===== src/rtl/indwin_pkg.sv =====
package indwin_pkg;
  localparam int DW = 32;

  // code layout: field descriptor bits, decoded downstream
  localparam int SIZE_LSB = 24;
  localparam int SIZE_W   = 6;
  localparam int OFF_LSB  = 16;
  localparam int OFF_W    = 5;
  localparam int TOP_LSB  = 24;

  typedef enum logic [2:0] {
    ST_IDLE,
    ST_PTR,
    ST_RD,
    ST_WAIT,
    ST_WR,
    ST_RSP
  } seq_state_e;
endpackage


===== src/rtl/indwin_field_dec.sv =====
module indwin_field_dec
  import indwin_pkg::*;
(
  input  logic [DW-1:0]    code_i,
  output logic             is_field_o,
  output logic [DW-1:0]    mask_o,
  output logic [OFF_W-1:0] off_o
);
  logic [SIZE_W-1:0] size;
  logic [DW-1:0]     base;

  assign size       = code_i[SIZE_LSB +: SIZE_W];
  assign off_o      = code_i[OFF_LSB +: OFF_W];
  assign is_field_o = |code_i[DW-1:TOP_LSB];

  always_comb begin
    // saturate wide fields instead of wrapping the shift
    if (size >= SIZE_W'(DW)) base = '1;
    else                     base = (DW'(1) << size) - DW'(1);
  end

  assign mask_o = base << off_o;
endmodule


===== src/rtl/indwin_ptr.sv =====
module indwin_ptr
  import indwin_pkg::*;
#(
  parameter logic [DW-1:0] ADDR_MASK_A = 32'h07FF_0000,
  parameter logic [DW-1:0] ADDR_MASK_B = 32'h0FFF_0000,
  parameter logic [DW-1:0] CHAN_MASK   = 32'h0000_003F,
  parameter int            REG_SHIFT   = 16
) (
  input  logic [DW-1:0] code_i,
  input  logic [DW-1:0] chan_i,
  input  logic          variant_i,
  output logic [DW-1:0] ptr_o
);
  logic [DW-1:0] amask;

  assign amask = variant_i ? ADDR_MASK_B : ADDR_MASK_A;
  assign ptr_o = ((code_i << REG_SHIFT) & amask) | (chan_i & CHAN_MASK);
endmodule


===== src/rtl/indwin_seq.sv =====
module indwin_seq
  import indwin_pkg::*;
#(
  parameter logic [31:0] ADDR_MASK_A = 32'h07FF_0000,
  parameter logic [31:0] ADDR_MASK_B = 32'h0FFF_0000,
  parameter logic [31:0] CHAN_MASK   = 32'h0000_003F
) (
  input  logic        clk_i,
  input  logic        rst_ni,
  input  logic        variant_i,
  input  logic        req_valid_i,
  output logic        req_ready_o,
  input  logic        req_write_i,
  input  logic [31:0] req_code_i,
  input  logic [31:0] req_chan_i,
  input  logic [31:0] req_wdata_i,
  output logic        rsp_valid_o,
  output logic [31:0] rsp_rdata_o,
  output logic        busy_o,
  output logic        bus_req_o,
  output logic        bus_we_o,
  output logic        bus_sel_o,
  output logic [31:0] bus_wdata_o,
  input  logic [31:0] bus_rdata_i
);
  seq_state_e state_q;

  logic             accept;
  logic             dec_field;
  logic [DW-1:0]    dec_mask;
  logic [OFF_W-1:0] dec_off;
  logic [DW-1:0]    ptr_d;

  logic             write_q, field_q;
  logic [DW-1:0]    mask_q, ptr_q, wdata_q, data_q;
  logic [OFF_W-1:0] off_q;

  indwin_field_dec u_dec (
    .code_i     (req_code_i),
    .is_field_o (dec_field),
    .mask_o     (dec_mask),
    .off_o      (dec_off)
  );

  indwin_ptr #(
    .ADDR_MASK_A (ADDR_MASK_A),
    .ADDR_MASK_B (ADDR_MASK_B),
    .CHAN_MASK   (CHAN_MASK)
  ) u_ptr (
    .code_i    (req_code_i),
    .chan_i    (req_chan_i),
    .variant_i (variant_i),
    .ptr_o     (ptr_d)
  );

  assign req_ready_o = (state_q == ST_IDLE);
  assign accept      = req_valid_i && req_ready_o;

  always_ff @(posedge clk_i or negedge rst_ni) begin
    if (!rst_ni) begin
      state_q <= ST_IDLE;
      write_q <= 1'b0;
      field_q <= 1'b0;
      mask_q  <= '0;
      off_q   <= '0;
      ptr_q   <= '0;
      wdata_q <= '0;
      data_q  <= '0;
    end else begin
      unique case (state_q)
        ST_IDLE: if (accept) begin
          write_q <= req_write_i;
          field_q <= dec_field;
          mask_q  <= dec_mask;
          off_q   <= dec_off;
          ptr_q   <= ptr_d;
          wdata_q <= req_wdata_i;
          state_q <= ST_PTR;
        end
        ST_PTR:  state_q <= (write_q && !field_q) ? ST_WR : ST_RD;
        ST_RD:   state_q <= ST_WAIT;
        ST_WAIT: begin
          if (write_q) begin
            data_q  <= (bus_rdata_i & ~mask_q) | ((wdata_q << off_q) & mask_q);
            state_q <= ST_WR;
          end else begin
            data_q  <= field_q ? ((bus_rdata_i & mask_q) >> off_q) : bus_rdata_i;
            state_q <= ST_RSP;
          end
        end
        ST_WR: begin
          if (!field_q) data_q <= wdata_q;
          state_q <= ST_RSP;
        end
        ST_RSP:  state_q <= ST_IDLE;
        default: state_q <= ST_IDLE;
      endcase
    end
  end

  assign busy_o      = (state_q != ST_IDLE);
  assign bus_req_o   = (state_q == ST_PTR) || (state_q == ST_RD) || (state_q == ST_WR);
  assign bus_we_o    = (state_q == ST_PTR) || (state_q == ST_WR);
  assign bus_sel_o   = (state_q != ST_PTR);
  assign bus_wdata_o = (state_q == ST_PTR) ? ptr_q : (field_q ? data_q : wdata_q);
  assign rsp_valid_o = (state_q == ST_RSP);
  assign rsp_rdata_o = data_q;


  accept_drops_ready_chk: assert property (@(posedge clk_i) disable iff (!rst_ni)
    (req_valid_i && req_ready_o) |=> !req_ready_o);

  accept_then_ptr_chk: assert property (@(posedge clk_i) disable iff (!rst_ni)
    (req_valid_i && req_ready_o) |=> (bus_req_o && bus_we_o && !bus_sel_o));

  read_wait_cycle_chk: assert property (@(posedge clk_i) disable iff (!rst_ni)
    (bus_req_o && !bus_we_o) |=> !bus_req_o);

  ptr_then_data_chk: assert property (@(posedge clk_i) disable iff (!rst_ni)
    (bus_req_o && !bus_sel_o) |=> (bus_req_o && bus_sel_o));

  bus_under_busy_chk: assert property (@(posedge clk_i) disable iff (!rst_ni)
    bus_req_o |-> busy_o);

  rsp_pulse_chk: assert property (@(posedge clk_i) disable iff (!rst_ni)
    rsp_valid_o |=> (!rsp_valid_o && req_ready_o));
endmodule


===== config.mk =====
export PLATFORM = sky130hd
export DESIGN_NAME = indwin_seq
export DESIGN_NICKNAME = d
export VERILOG_FILES = /design/src/rtl/indwin_pkg.sv /design/src/rtl/indwin_field_dec.sv /design/src/rtl/indwin_ptr.sv /design/src/rtl/indwin_seq.sv
export SDC_FILE = /design/constraint.sdc
export NUM_CORES = 1
export LEC_CHECK = 0
export BUFFER_PORTS_ARGS = -buffer_cell sky130_fd_sc_hd__buf_2
export CORE_AREA = 2 2 188 190
export DETAILED_ROUTE_END_ITERATION = 8
export DIE_AREA = 0 0 190 192
export SLEW_MARGIN = 10
export SYNTH_ARGS = -nofsm -noshare
export SYNTH_HDL_FRONTEND = slang
export SYNTH_SLANG_ARGS = --single-unit

===== constraint.sdc =====
create_clock -name clk_i -period 2.55 [get_ports clk_i]
set_clock_uncertainty 0.05 [all_clocks]
set_input_delay 0.51 -clock clk_i [delete_from_list [all_inputs] [get_ports clk_i]]
set_output_delay 0.51 -clock clk_i [all_outputs]
set_load 0.01 [all_outputs]

==> results.tsv, run 1 <==
stage	metric	value	unit
run_status	status	finished with violations	
run_status	failing checks	negative setup slack	
grt	first-pass GRT wire length	81100	µm
cts	# hold bufs at CTS	0	
finish	commonest non-fill, non-tap cell in the layout	nand2_1	
grt	GR Overflow Total	0	
floorplanning	Initial Utilization	34.9	%
synthesis	Synth async-reset ratio	100	%
placed_design	hpwl dp	41300	µm
cts	Clock transition at path regs	60	ps
finish	commonest non-fill, non-tap cells in the layout	303 x nand2_1, 253 x buf_4, 166 x buf_2	
sta	Hold Fails Final Rpt	0	
sta	fmax	0.360	GHz
power	Static Leak	7.59	nW
sta	count of final setup violators	30	
synthesis	Synth Flop Type	dfrtp_1	
cts	clk sinks	124	
route	Wirelength per Cell	23.6	µm
cts	CTS Buffer Depth	2	
power	Pwr per Cell Area	1130	mW/mm²
floorplanning	die height	192	µm
sta	Max Transition Viols Final	0	
synthesis	Synth Area in Simple Gates	22.2	%
route	final WL	54300	µm
setup_path	Arr. time, crit path	3100	ps
synthesis	synth unique cells	78	
setup_path	Worst Path Required	2870	ps
placed_design	IO Port Bufs	169	
finish	share of cells above drive strength 1	36.9	%
finish	area of the multi-input gates	0.00890	mm²
setup_path	crit path capture type	register	
grt	grt met3 use	5.88	%
synthesis	Mapped Area	0.0120	mm²
synthesis	Post-Syn Nets	1635	
route	routed vias	14396	
floorplanning	die area	0.0365	mm²
sta	Tmin final	2780	ps
route	Post-DRT Antenna Nets	0	
placed_design	Placer Congestion	0.996	
cts	CTS Root Cell	clkbuf_16	
synthesis	XOR/XNOR Fraction of Synth Area	0.0732	%
synthesis	Post-Syn Instances	1501	
sta	worst-margin pin slew	975	ps
power	total power	0.0187	W
min_path	worst min path class	input port to asynchronous set/reset pin	
finish	Layout area overhead	38.1	%
finish	# fillers	3298	
flow_run	Max-Cap Viols	0	
setup_path	Crit Path Max Fanout	6	
finish	register area	0.00311	mm²
setup_path	crit path launch type	input port	
power	peak supply drop	0.661	mV
grt	gr busiest metal	met1	
route	initial drt markers	2045	
setup_path	r2r startpoint	off_q[0]	
floorplanning	die width	190	µm
grt	M2 GR Usage	42.4	%
route	TritonRoute pass-1 iters	7	
floorplanning	Boundary Pins	203	
sta	final worst setup slack	-230	ps
synthesis	#FFs+latches synth	124	
synthesis	Seq/Total Area, Yosys	25.9	%
grt	initial antenna violation count	1	
synthesis	Post-Synth Adder-Cell Area	0.105	%
setup_path	Worst Setup SP	req_code_i[24]	
sta	Slew HR	35.0	%
route	vias per inst	6.26	
synthesis	Post-synth EDFFs	0	
cts	Skew-Pair Late Insertion Delay	440	ps
synthesis	Post-Syn Area per Cell	7.97	µm²
sta	Tcrit/Tclk final	109	%
synthesis	largest family of logic cells by synthesized area	compound AO/OA/AOI/OAI gates	
floorplanning	Core Footprint	0.0343	mm²
floorplanning	FP Rows	68	
synthesis	Compound-Gate Fraction of Synth Area	25.5	%
cts	CTS Buf Count	17	
finish	Layout Utilization	48.2	%
placed_design	pre-CTS setup slack	-736	ps
finish	Layout Nets	1962	
cts	H-Tree Level Count	4	
synthesis	multiplexer area fraction after synthesis	20.5	%
grt	routing usage on met1	42.5	%
setup_path	crit path kind	input port to register	
grt	pin count of the biggest net entering global routing	125	
finish	final instance area	0.0165	mm²
placed_design	Placed Area	0.0150	mm²
grt	GRT Total Usage	29.1	%
grt	vias in the first global route	13223	
synthesis	yosys warns	0	
route	DRC viols	0	
sta	RSZ-0062 raised after global routing	yes	
cts	CTS tree	done	
==> power by group <==
group,switching [W],internal (W),total (W)
clock network,0.00101,0.00147,0.00247
registers,0.00119,0.00282,0.00400
logic,0.00674,0.00547,0.0122
total,0.00893,0.00975,0.0187
==> final timing paths <==
kind	cells after the start	to	slack, ps
max reg2reg	10	rsp_rdata_o[24]	-70
max	13	mask_q[24]	-230
max in group asynchronous	2	off_q[0]	1780
min reg2reg	2	ptr_q[4]	430
min in group clk_i	3	ptr_q[5]	210
min	2	ptr_q[26]	100
==> logic make-up after synthesis <==
logic type	after synthesis
and+or+nand+nor	587
AOI/OAI and AO/OA	445
muxes	176
buffers and inverters	167
DFF	124
xor gates and xnor gates	1
adders and majority gates	1
==> stage by stage <==
stage                     std cells  hold WS (ps)  setup TNS [ps]
after floorplan                1501           164          -12430
after detailed placement       2237           412          -17340
after global routing           2297           177           -7000
final                          2298          98.8           -3880
after global placement         2237           408          -16610
after CTS                      2272           165           -2790
==> flip-flops by register name (all words and copies together) (netlist names) <==
name	flops
off_q	5
mask_q	32
ptr_q	18
wdata_q	32
rsp_rdata_o	32
write_q	1
field_q	1
state_q	3
==> what timing repair did <==
action | CTS | global route
setup buffers | 5 | 22
resized for setup | 53 | 124
pin swaps | 23 | 54
gates cloned | 0 | 2
endpoints found under the setup margin | 31 | 51
==> metal layers <==
layer | up-vias | part of all wire [%]
li1 | 6330 | -
met1 | 7014 | 43
met2 | 922 | 43
met3 | 130 | 11
met4 | 0 | 3.4
met5 | - | 0
==> area by class of cell <==
| type | instances | share of cell area (%) |
|---|---|---|
| repair buffers | 449 | 19.7 |
| clock inverters | 13 | 0.863 |
| flip-flops and latches | 124 | 18.8 |
| multi-input cells | 1210 | 53.8 |
| inverters | 26 | 0.643 |
| well taps | 455 | 3.44 |
| clock buffers | 19 | 2.68 |
| diodes | 2 | 0.0303 |
==> worst max-delay path, stage by stage <==
cell and delay, ps:
buf_6 90, or4_4 540, nor2_4 130, inv_2 60, ha_4 180, buf_8 140, nand3b_1 210, nor3_1 90
a211o_1 290, mux4_2 530, nor3_2 130, a21oi_1 80, nand3_1 90
==> synth_stat cells (all sizes together), types with 8 or more instances <==
library cell  instances  area, µm²
a2bb2oi               8       70.1
a31oi                27        169
nor2                 81        304
and3                 28        175
nand4                 9       56.3
mux2i               109       1090
a21oi                53        265
mux4                 54       1220
o211ai               30        225
nand2b               11       68.8
dfrtp               124       3100
nand3                63        315
a211oi               10       75.1
buf                  41        209
o32ai                 9       78.8
nor3                 23        120
inv                  24       90.1
a221o                13        130
a221oi               17        149
o31ai                14        105
o22ai                12       75.1
clkbuf              100        375
nor2b                16        100
a22oi                16        120
a32oi                 9       78.8
o21ai               132        661
a22o                 12        105
a211o                 8       70.1
or3                  10       67.6
mux2                 13        146
nand2               306       1150
o221ai               10       87.6
No activity file was read; power rests on OpenSTA's default activity.
==> run 2, diff against run 1 <==
==> constraint.sdc (replaced) <==
create_clock -name clk_i -period 2.55 [get_ports clk_i]
set_clock_uncertainty 0.05 [all_clocks]
set_input_delay 0.1275 -clock clk_i [delete_from_list [all_inputs] [get_ports clk_i]]
set_output_delay 0.1275 -clock clk_i [all_outputs]
set_load 0.01 [all_outputs]
==> run 2 against run 1 <==
Compared with the run above: the flow still finishes with violations (negative setup slack); sequential share of layout area increased by 0.41 points; sequential power about the same; die area did not move; first-iteration DRC count fell by 14%; fmax increased by 8.0%; combinational power decreased by 3%; cell count fell by 0.26%; final area is 2.2% lower; global-route usage increased by 0.93 points; critical path depth is 2 lower; non-clock buffer count fell by 4; register-to-register slack improved by 50 ps; largest power group unchanged; highest routed layer unchanged.
==> results.tsv, run 2 (synthesis results as in run 1) <==
stage	metric	value	unit
run_status	status	finished with violations	
run_status	failing checks	negative setup slack	
finish	Layout Utilization	47.2	%
setup_path	Worst Path Required	2830	ps
setup_path	Crit Path Max Fanout	9	
route	initial drt markers	1767	
setup_path	crit path launch type	register	
cts	Clock transition at path regs	60	ps
finish	antenna fix cells	0	
power	Clk pwr share	15.2	%
sta	count of final setup violators	4	
cts	CTS Buffer Depth	2	
setup_path	r2r startpoint	off_q[0]	
route	TritonRoute pass-1 iters	6	
power	Flop pwr share	21.6	%
grt	pin count of the biggest net entering global routing	61	
power	Pwr per Cell Area	1150	mW/mm²
setup_path	crit path capture type	register	
setup_path	Worst Setup SP	off_q[0]	
cts	CTS Buf Count	17	
route	routed vias	14226	
floorplanning	die width	190	µm
sta	worst-margin pin slew	758	ps
placed_design	Placed Area	0.0145	mm²
power	Gate power share	63.2	%
power	switching part of the total power	47.5	%
route	vias per inst	6.21	
sta	worst hold slack	24.5	ps
grt	vias in the first global route	13432	
flow_run	Max-Cap Viols	0	
floorplanning	Core Footprint	0.0343	mm²
setup_path	Arr. time, crit path	2850	ps
route	DRC viols	0	
sta	Slew HR	49.1	%
finish	Layout area overhead	35.1	%
route	final WL	55000	µm
placed_design	IO Port Bufs	169	
finish	share of cells above drive strength 1	30.4	%
route	Post-DRT Antenna Nets	0	
sta	Tmin final	2570	ps
power	Internal	0.00977	W
finish	Layout Nets	1958	
placed_design	Placer Congestion	0.996	
route	Wirelength per Cell	24.0	µm
setup_path	crit path kind	register to register	
power	NetSw	0.00885	W
grt	GR Overflow Total	0	
power	total power	0.0186	W
sta	setup TNS	-60.7	ps
power	peak supply drop	0.818	mV
min_path	worst min path class	input port to register	
finish	commonest non-fill, non-tap cell in the layout	nand2_1	
sta	RSZ-0062 raised after global routing	yes	
grt	first-pass GRT wire length	83800	µm
cts	CTS tree	done	
cts	Skew-Pair Late Insertion Delay	440	ps
placed_design	hpwl dp	42000	µm
power	Static Leak	7.43	nW
grt	initial antenna violation count	0	
sta	Hold Fails Final Rpt	0	
floorplanning	Boundary Pins	203	
grt	GRT Total Usage	30.0	%
finish	commonest non-fill, non-tap cells in the layout	303 x nand2_1, 200 x buf_4, 168 x buf_2	
sta	Tcrit/Tclk final	101	%
finish	final instance area	0.0162	mm²
floorplanning	FP Rows	68	
sta	final worst setup slack	-24.5	ps
floorplanning	die area	0.0365	mm²
floorplanning	die height	192	µm
sta	Max Transition Viols Final	0	
cts	H-Tree Level Count	4	
floorplanning	Initial Utilization	34.9	%
cts	CTS Root Cell	clkbuf_16	
sta	fmax	0.388	GHz
cts	clk sinks	124	
min_path	critical hold path startpoint	bus_rdata_i[23]	
run 2: per-layer routing:
metal / up-vias / global-route usage, % / part of all wire (%) / wire length [µm]
met5: - / 0 / 0 / 0
met3: 83 / 6.19 / 11 / 5800
met4: 0 / 7.99 / 2.2 / 1230
met1: 6976 / 43.8 / 44 / 24300
li1: 6313 / - / - / -
met2: 854 / 44.9 / 43 / 23700
run 2: area by class of cell:
type                       count  area [µm²]
multi-input combinational   1210        8490
timing repair buffer         445        3240
sequential                   124        3110
tap                          455         569
clock inverter                12         205
inverter                      26         100
fill                        3405       18100
clock buffer                  20         467
run 2: path summary, 6_finish.rpt:
kind,endpoint,slack (ps),depth (start not counted)
worst max-delay path,rsp_rdata_o[19],-20,11
worst min-delay path,rsp_rdata_o[23],20,3
worst max register to register,rsp_rdata_o[19],-20,11
worst min register to register,ptr_q[0],430,2
max in group asynchronous,wdata_q[28],1500,3
min in group asynchronous,ptr_q[22],210,2
run 2: per-stage QoR:
step                cells  setup slack, ps
floorplan            1501             -195
global placement     2187             -381
detailed placement   2187             -411
CTS                  2286            0.190
global route         2292            -79.4
finish               2292            -24.5
run 2: power groups by stage:
stage | clock network (W) | registers [W] | logic [W]
3_3_place_gp | 0 | 0.00399 | 0.0105
5_1_grt | 0.00295 | 0.00411 | 0.0125
6_report | 0.00283 | 0.00402 | 0.0118
3_5_place_dp | 0 | 0.00403 | 0.0106
4_1_cts | 0.00285 | 0.00396 | 0.0110
2_1_floorplan | 0 | 0.00357 | 0.00662
run 2: what timing repair did:
action,CTS,global route
cloned,0,1
hold endpoints to repair,101,0
hold buffers,60,0
gates resized for setup,19,72
setup buffers,7,5
setup endpoints to repair,16,42
pin swaps,1,11
run 2: worst max-delay path: stages, from the launching register on:
cell and delay [ps]:
dfrtp_4 490, buf_4 170, buf_12 140, buf_6 120, mux4_2 550, nand2_2 100
a21oi_1 120, a31oi_1 170, o221ai_1 140, o211ai_1 110, o311ai_1 140, buf_4 160
